**src/rtl/lut_cfg_pkg.sv**
```systemverilog
package lut_cfg_pkg;

   typedef enum logic [0:0] {
      SEL_TREE  = 1'b0,
      SEL_INDEX = 1'b1
   } sel_style_e;

   localparam int unsigned SEL_W_MIN = 1;
   localparam int unsigned SEL_W_MAX = 6;

   function automatic int unsigned table_bits(input int unsigned sel_w);
      return 32'd1 << sel_w;
   endfunction

endpackage

```
**src/rtl/lut_shift_stage.sv**
```systemverilog
module lut_shift_stage #(
   parameter int unsigned WIDTH = 8
) (
   input  logic             clk,
   input  logic             rst_n,
   input  logic             shift_en,
   input  logic             ser_in,
   output logic [WIDTH-1:0] stage_q,
   output logic             ser_out
);

   if (WIDTH < 2) begin : g_bad_width
      $error("lut_shift_stage: WIDTH must be at least 2");
   end

   always_ff @(posedge clk or negedge rst_n) begin
      if (!rst_n) begin
         stage_q <= '0;
      end else if (shift_en) begin
         stage_q <= {stage_q[WIDTH-2:0], ser_in};
      end
   end

   assign ser_out = stage_q[WIDTH-1];

endmodule

```
**src/rtl/lut_live_stage.sv**
```systemverilog
module lut_live_stage #(
   parameter int unsigned WIDTH = 8
) (
   input  logic             clk,
   input  logic             rst_n,
   input  logic             load,
   input  logic [WIDTH-1:0] stage_d,
   output logic [WIDTH-1:0] live_q
);

   always_ff @(posedge clk or negedge rst_n) begin
      if (!rst_n) begin
         live_q <= '0;
      end else if (load) begin
         live_q <= stage_d;
      end
   end

endmodule

```
**src/rtl/lut_select.sv**
```systemverilog
module lut_select
   import lut_cfg_pkg::*;
#(
   parameter int unsigned SEL_W = 3,
   parameter sel_style_e  STYLE = SEL_TREE,
   localparam int unsigned DEPTH = 1 << SEL_W
) (
   input  logic [DEPTH-1:0] table_bits_i,
   input  logic [SEL_W-1:0] sel,
   output logic             bit_o
);

   if (STYLE == SEL_INDEX) begin : g_index
      assign bit_o = table_bits_i[sel];
   end else begin : g_tree
      // Heap-ordered tree: node i has children 2i+1 and 2i+2.
      // Leaves sit at DEPTH-1+k; the root decides on the top select bit.
      localparam int unsigned NODES = 2 * DEPTH - 1;
      logic [NODES-1:0] node;

      for (genvar k = 0; k < DEPTH; k++) begin : g_leaf
         assign node[DEPTH-1+k] = table_bits_i[k];
      end

      for (genvar lvl = 0; lvl < SEL_W; lvl++) begin : g_level
         for (genvar j = 0; j < (1 << lvl); j++) begin : g_node
            localparam int unsigned IDX = (1 << lvl) - 1 + j;
            assign node[IDX] = sel[SEL_W-1-lvl] ? node[2*IDX+2] : node[2*IDX+1];
         end
      end

      assign bit_o = node[0];
   end

endmodule

```
**src/rtl/serial_lut3.sv**
```systemverilog
module serial_lut3
   import lut_cfg_pkg::*;
#(
   parameter int unsigned SEL_W = 3,
   parameter sel_style_e  STYLE = SEL_TREE
) (
   input  logic             clk,
   input  logic             rst_n,
   input  logic             cfg_shift,
   input  logic             cfg_sdi,
   input  logic             cfg_latch,
   output logic             cfg_sdo,
   input  logic [SEL_W-1:0] lut_sel,
   output logic             lut_out
);

   localparam int unsigned DEPTH = table_bits(SEL_W);

   if (SEL_W < SEL_W_MIN || SEL_W > SEL_W_MAX) begin : g_bad_sel
      $error("serial_lut3: SEL_W out of supported range");
   end

   logic [DEPTH-1:0] stage_q;
   logic [DEPTH-1:0] live_q;

   lut_shift_stage #(.WIDTH(DEPTH)) u_shift (
      .clk      (clk),
      .rst_n    (rst_n),
      .shift_en (cfg_shift),
      .ser_in   (cfg_sdi),
      .stage_q  (stage_q),
      .ser_out  (cfg_sdo)
   );

   lut_live_stage #(.WIDTH(DEPTH)) u_live (
      .clk     (clk),
      .rst_n   (rst_n),
      .load    (cfg_latch),
      .stage_d (stage_q),
      .live_q  (live_q)
   );

   lut_select #(.SEL_W(SEL_W), .STYLE(STYLE)) u_sel (
      .table_bits_i (live_q),
      .sel          (lut_sel),
      .bit_o        (lut_out)
   );

endmodule

```
**config.mk**
```make
export PLATFORM = sky130hd
export DESIGN_NAME = serial_lut3
export DESIGN_NICKNAME = d
export VERILOG_FILES = /design/src/rtl/lut_cfg_pkg.sv /design/src/rtl/lut_shift_stage.sv /design/src/rtl/lut_live_stage.sv /design/src/rtl/lut_select.sv /design/src/rtl/serial_lut3.sv
export SDC_FILE = /design/constraint.sdc
export NUM_CORES = 1
export LEC_CHECK = 0
export ABC_AREA = 0
export BUFFER_PORTS_ARGS = -buffer_cell sky130_fd_sc_hd__buf_4
export CAP_MARGIN = 20
export CORE_MARGIN = 5
export CORE_UTILIZATION = 45
export DETAILED_ROUTE_END_ITERATION = 16
export SYNTH_ARGS = -nofsm -noshare
export SYNTH_HDL_FRONTEND = slang
export SYNTH_HIERARCHICAL = 1
export SYNTH_SLANG_ARGS = --single-unit
```
**constraint.sdc**
```tcl
create_clock -name clk -period 1.3 [get_ports clk]
set_input_delay 0 -clock clk [delete_from_list [all_inputs] [get_ports clk]]
set_output_delay 0 -clock clk [all_outputs]
set_load 0.1 [all_outputs]
```
==> flow_metrics.tcl, run 1 <==
set metrics [dict create \
    dp_cells 67 \
    report.final.slew_viol_count 0 \
    dieArea_sq_mm 0.002540 \
    power_frac_comb_pct 40.8 \
    clock_skew_ns 0.005196 \
    ys_warn_count 6 \
    ys_seq_area_share_pct 54.51 \
    rows 14 \
    cts_buffer_depth 2 \
    stdcell_area_sq_um 925.9 \
    met2_usage_pct 18.20 \
    p_int_w 0.001243 \
    grtUsageTotal_pct 10.99 \
    ys_types 6 \
    drc 0 \
    crit_chain "mux4_2 -> mux2_4 -> buf_12" \
    r2r_setup_slack_ns 0.29 \
    timing.critical_path.to_type "output port" \
    grt-busiest-layer "met2" \
    p_leak_nw 0.4616 \
    reg2regPathDepth 3 \
    core_area_sq_mm 0.001524 \
    io_pins 10 \
    crit_path_max_fanout 2 \
    reg2reg_from "u_live/live_q[5]" \
    p_seq_share_pct 41.6 \
    critPathSlowestCell "mux4_2" \
    wl_um 1160 \
    cap_violations 0 \
    syn_inst 38 \
    min_period_over_period_pct 123.0 \
    cts-root-buf "clkbuf_4" \
    cts_sinks 16 \
    powerDensity_mw_per_mm2 1941 \
    required_ns 1.30 \
    startpoint "u_live/live_q[5]" \
    relSlewSlack_pct 81.51 \
    status "finished, violations left" \
    violations "negative setup slack" \
    via_per_inst 4.987 \
    syn2layout_area_growth_pct 26.06 \
    first_pass_iters 2 \
    pre_cts_slack_ns -0.06283 \
    min-delay-start "cfg_shift" \
    hold_viol_final 0 \
    wl_per_cell_um 15.47 \
    r2r_end "u_live/live_q[5]" \
    die_w_um 50.40 \
    swShare_pct 30.81 \
    grt_pass1_wl_um 2118 \
    ys_ff_latch 16 \
    clk_pin_slew_ns 0.09 \
    dpl_cell_area_sq_um 849.6 \
    use_met1_pct 13.02 \
    die_y_um 50.40 \
    crit_arrival_ns 1.60 \
    min_to "u_shift/stage_q[5]" \
    setup_ws_ns -0.2993 \
    hold_class "input port to flop" \
    syn_area_sq_um 734.5 \
    numCtsBuffers 3 \
    mostFrequentLayoutCells "buf_4, mux2_4, dfrtp_1" \
    tightest_slew_ns 0.2796 \
    htreeDepth 1 \
    first_iter_violations 1 \
    start_util_pct 48.19 \
    worst_skew_pair.late_latency_ns 0.28 \
    cp_num_buf_inv 1 \
    switching_power_w 0.0005536 \
    finalSetupTns_ns -0.2993 \
    start_kind "flop" \
    post-route-min-period_ns 1.599 \
    fmax_mhz 625.3 \
    drive_gt1_share_pct 71.19 \
    grt_pass1_vias 446 \
    critPathMaxStageDelay_ns 0.46 \
    gp_congestion 0.6924 \
    clkPwrFrac_pct 17.7 \
    syn-num-nets 46 \
    rsz0062_at_grt "true" \
    finalNonFillerCells 75 \
    avgSynthCellArea_sq_um 19.33 \
    met3_usage_pct 2.367 \
    io_buffers 9 \
    grt-ovfl-total 0 \
    crit_type "flop to output port" \
    worstHoldPathCells 2 \
    ant_nets 0 \
    crit_family "multiplexers" \
    antenna_found_initial 0 \
    cts_tree "yes" \
    dp_hpwl_um 797.3 \
    num_antenna_cells 0 \
    grt_max_degree 17 \
    vdd_drop_max_v 0.001243 \
    setup_viol_count_final 1 \
    layout.nets 68 \
    vias 374 \
]
-- kinds of logic (layout without fill, tap and decap cells) --
kind of cell,after synthesis,count (layout),share of synthesized area [%]
DFF,16,16,54.51
buffers and inverters,3,24,4.089
muxes,19,19,41.40
-- through the flow --
stage	hold slack [ns]	total power (W)	utilization [%]
after floorplan	-0.2956	0.001217	-
after global placement	-0.1403	0.001402	55.75
after detailed placement	-0.1360	0.001419	55.75
after CTS	0.07128	0.001817	60.76
after global routing	0.07307	0.001900	60.76
final	0.07551	0.001797	60.76
-- cell type report --
| class | count | area, sq um |
|---|---|---|
| Fill cell | 111 | 598.1 |
| Sequential cell | 16 | 401.6 |
| Multi-Input combinational cell | 19 | 300.3 |
| Timing Repair Buffer | 20 | 167.7 |
| Clock buffer | 4 | 36.28 |
| Tap cell | 16 | 20.02 |
-- power by group through the flow --
| stage | Combinational, W | Sequential, W | Clock [W] |
|---|---|---|---|
| floorplan | 0.000399 | 0.000818 | 0 |
| global placement | 0.000653 | 0.000749 | 0 |
| detailed placement | 0.000662 | 0.000758 | 0 |
| CTS | 0.000740 | 0.000749 | 0.000329 |
| global route | 0.000777 | 0.000771 | 0.000352 |
| finish | 0.000733 | 0.000747 | 0.000317 |
-- layer usage --
metal,vias to the layer above,part of all wire [%]
met5,-,0
met4,0,1.9
met3,2,4.9
met2,10,51
met1,184,42
li1,178,-
-- worst max path at each step --
| stage | endpoint | cells after the start | slack [ns] |
|---|---|---|---|
| 3_5_place_dp | lut_out | 3 | -0.06 |
| 5_1_grt | lut_out | 3 | -0.35 |
| 3_3_place_gp | lut_out | 3 | -0.07 |
| 2_1_floorplan | lut_out | 2 | 0.05 |
| 6_report | lut_out | 3 | -0.30 |
| 4_1_cts | lut_out | 3 | -0.31 |
-- timing repair --
action | CTS | global route
hold buffers | 2 | 0
setup endpoints to repair | 1 | 1
resized for setup | 5 | 0
buffers inserted | 2 | 0
endpoints found under the hold margin | 17 | 0
-- synthesized netlist by cell type, drive strengths merged --
cell / instances / area share (%)
dfrtp: 16 / 55
mux2: 17 / 34
buf: 3 / 4.1
mux4: 2 / 7.2
-- sequential cells by signal, summed over array words and instances, names as in the netlist --
signal,count
u_live/live_q,8
u_shift/stage_q,8
Note: power is estimated with default switching activity, not from simulation.
==> inputs of run 2 (changes only) <==
==> constraint.sdc (replaced) <==
create_clock -name clk -period 1.3 [get_ports clk]
set_input_delay 0.195 -clock clk [delete_from_list [all_inputs] [get_ports clk]]
set_output_delay 0.195 -clock clk [all_outputs]
set_load 0.1 [all_outputs]
==> run 2 against run 1 <==
Against the previous run: the run still ends with negative setup slack left; die area unchanged; clock power rose by 5%; register-to-register slack improved by 0.03 ns; critical path depth did not move; combinational power about the same; sequential share of layout area grew 0.47 points; hold slack improved by 0.051 ns; maximum frequency shrank 10%; critical endpoint unchanged; largest power group unchanged; highest routed layer unchanged.
==> flow_metrics.tcl, run 2 (same netlist as run 1, synthesis figures left out) <==
set metrics [dict create \
    timing.critical_path.to_type "output port" \
    gp_congestion 0.7279 \
    grt_max_degree 17 \
    relSlewSlack_pct 81.48 \
    num_antenna_cells 0 \
    grt-ovfl-total 0 \
    rsz0062_at_grt "true" \
    first_iter_violations 5 \
    dpl_cell_area_sq_um 842.1 \
    die_y_um 50.40 \
    crit_type "flop to output port" \
    cts_buffer_depth 2 \
    critPathSlowestCell "mux4_2" \
    violations "negative setup slack" \
    dp_hpwl_um 845.6 \
    stdcell_area_sq_um 915.9 \
    status "finished, violations left" \
    grt_pass1_vias 442 \
    antenna_found_initial 0 \
    grtUsageTotal_pct 11.30 \
    report.final.slew_viol_count 0 \
    r2r_setup_slack_ns 0.32 \
    reg2reg_from "u_live/live_q[7]" \
    reg.largest.list "u_live/live_q (8), u_shift/stage_q (8)" \
    cts_sinks 16 \
    vdd_drop_max_v 0.001240 \
    crit_path_max_fanout 2 \
    crit_arrival_ns 1.59 \
    min-delay-start "cfg_sdi" \
    numCtsBuffers 3 \
    post-route-min-period_ns 1.784 \
    die_w_um 50.40 \
    fillCellCount 116 \
    min_period_over_period_pct 137.3 \
    worstHoldPathCells 2 \
    ant_nets 0 \
    dieArea_sq_mm 0.002540 \
    mostFrequentLayoutCells "buf_4, mux2_4, dfrtp_1" \
    clock_skew_ns 0.001490 \
    setup_ws_ns -0.4844 \
    vias 383 \
    r2r_end "u_live/live_q[7]" \
    htreeDepth 1 \
    layout.nets 67 \
    cts-root-buf "clkbuf_4" \
    fin_util_pct 60.10 \
    setup_viol_count_final 1 \
    core_area_sq_mm 0.001524 \
    crit_chain "mux4_2 -> mux2_4 -> buf_12" \
    rows 14 \
    io_pins 10 \
    start_util_pct 48.19 \
    worst_skew_pair.late_latency_ns 0.29 \
    fmax_mhz 560.4 \
    reg2regPathDepth 3 \
    critPathMaxStageDelay_ns 0.46 \
    hold_class "input port to flop" \
    clk_pin_slew_ns 0.09 \
    grt_pass1_wl_um 2063 \
    syn2layout_area_growth_pct 24.70 \
    wl_per_cell_um 15.43 \
    start_kind "flop" \
    via_per_inst 5.176 \
    drive_gt1_share_pct 72.41 \
    hold_viol_final 0 \
    io_buffers 9 \
    cap_violations 0 \
    p_leak_nw 0.4575 \
    drc 0 \
    first_pass_iters 2 \
    cts_tree "yes" \
    powerDensity_mw_per_mm2 1979 \
    min_to "u_shift/stage_q[0]" \
    required_ns 1.11 \
    wl_um 1142 \
    tightest_slew_ns 0.2801 \
]
## run 2: cell count changes in the layout (fill, tap and decap cells not counted)
| cell | before | now |
|---|---|---|
| dlygate4sd3_1 | 2 | 1 |
## run 2: report_power, final
part | internal (W) | leakage [nW] | switching, W | total (W)
clock | 0.000171 | 0.0210 | 0.000163 | 0.000333
sequential | 0.000644 | 0.188 | 0.000101 | 0.000746
combinational | 0.000429 | 0.248 | 0.000305 | 0.000734
## run 2: worst max-delay path by stage
| stage | from | end | slack (ns) | cells past startpoint |
|---|---|---|---|---|
| 3_5_place_dp | u_live/live_q[5] | lut_out | -0.21 | 3 |
| 4_1_cts | u_live/live_q[2] | lut_out | -0.49 | 3 |
| 3_3_place_gp | u_live/live_q[5] | lut_out | -0.22 | 3 |
| 2_1_floorplan | u_live/live_q[5] | lut_out | -0.11 | 2 |
| 6_report | u_live/live_q[5] | lut_out | -0.48 | 3 |
| 5_1_grt | u_live/live_q[6] | lut_out | -0.54 | 3 |
## run 2: what timing repair did
item / CTS / global route
hold buffers: 1 / 0
buffers inserted: 2 / 0
setup endpoints to repair: 1 / 1
hold endpoints to repair: 16 / 0
gates resized for setup: 3 / 0
## run 2: per-stage QoR
stage	total power [W]	hold slack (ns)	instances	setup WS, ns	setup TNS [ns]
finish	0.001813	0.1261	74	-0.4844	-0.4844
global route	0.001896	0.1247	74	-0.5376	-0.5376
CTS	0.001825	0.1223	74	-0.4878	-0.4878
detailed placement	0.001419	0.06133	67	-0.2117	-0.2117
global placement	0.001399	0.05357	67	-0.2237	-0.2237
floorplan	0.001222	-0.1006	38	-0.1089	-0.1089
## run 2: area by class of cell
| class | instances | area (sq um) | share of cell area, % |
|---|---|---|---|
| Clock buffer | 4 | 36.28 | 3.962 |
| Sequential cell | 16 | 401.6 | 43.85 |
| Timing Repair Buffer | 19 | 157.7 | 17.21 |
| Tap cell | 16 | 20.02 | 2.186 |
| Multi-Input combinational cell | 19 | 300.3 | 32.79 |
## run 2: metal layers
| metal | track usage, % | vias to the layer above | wire [um] |
|---|---|---|---|
| li1 | - | 177 | - |
| met1 | 14.56 | 193 | 535 |
| met5 | 0 | - | 0 |
| met2 | 16.11 | 10 | 528 |
| met3 | 3.550 | 3 | 46 |
| met4 | 7.660 | 0 | 32 |
## run 2: critical path: cells and delay by family (launching register included)
| family | cells | cell delay, ns |
|---|---|---|
| flip-flops | 1 | 0.38 |
| buffers and inverters | 1 | 0.17 |
| multiplexers | 2 | 0.75 |
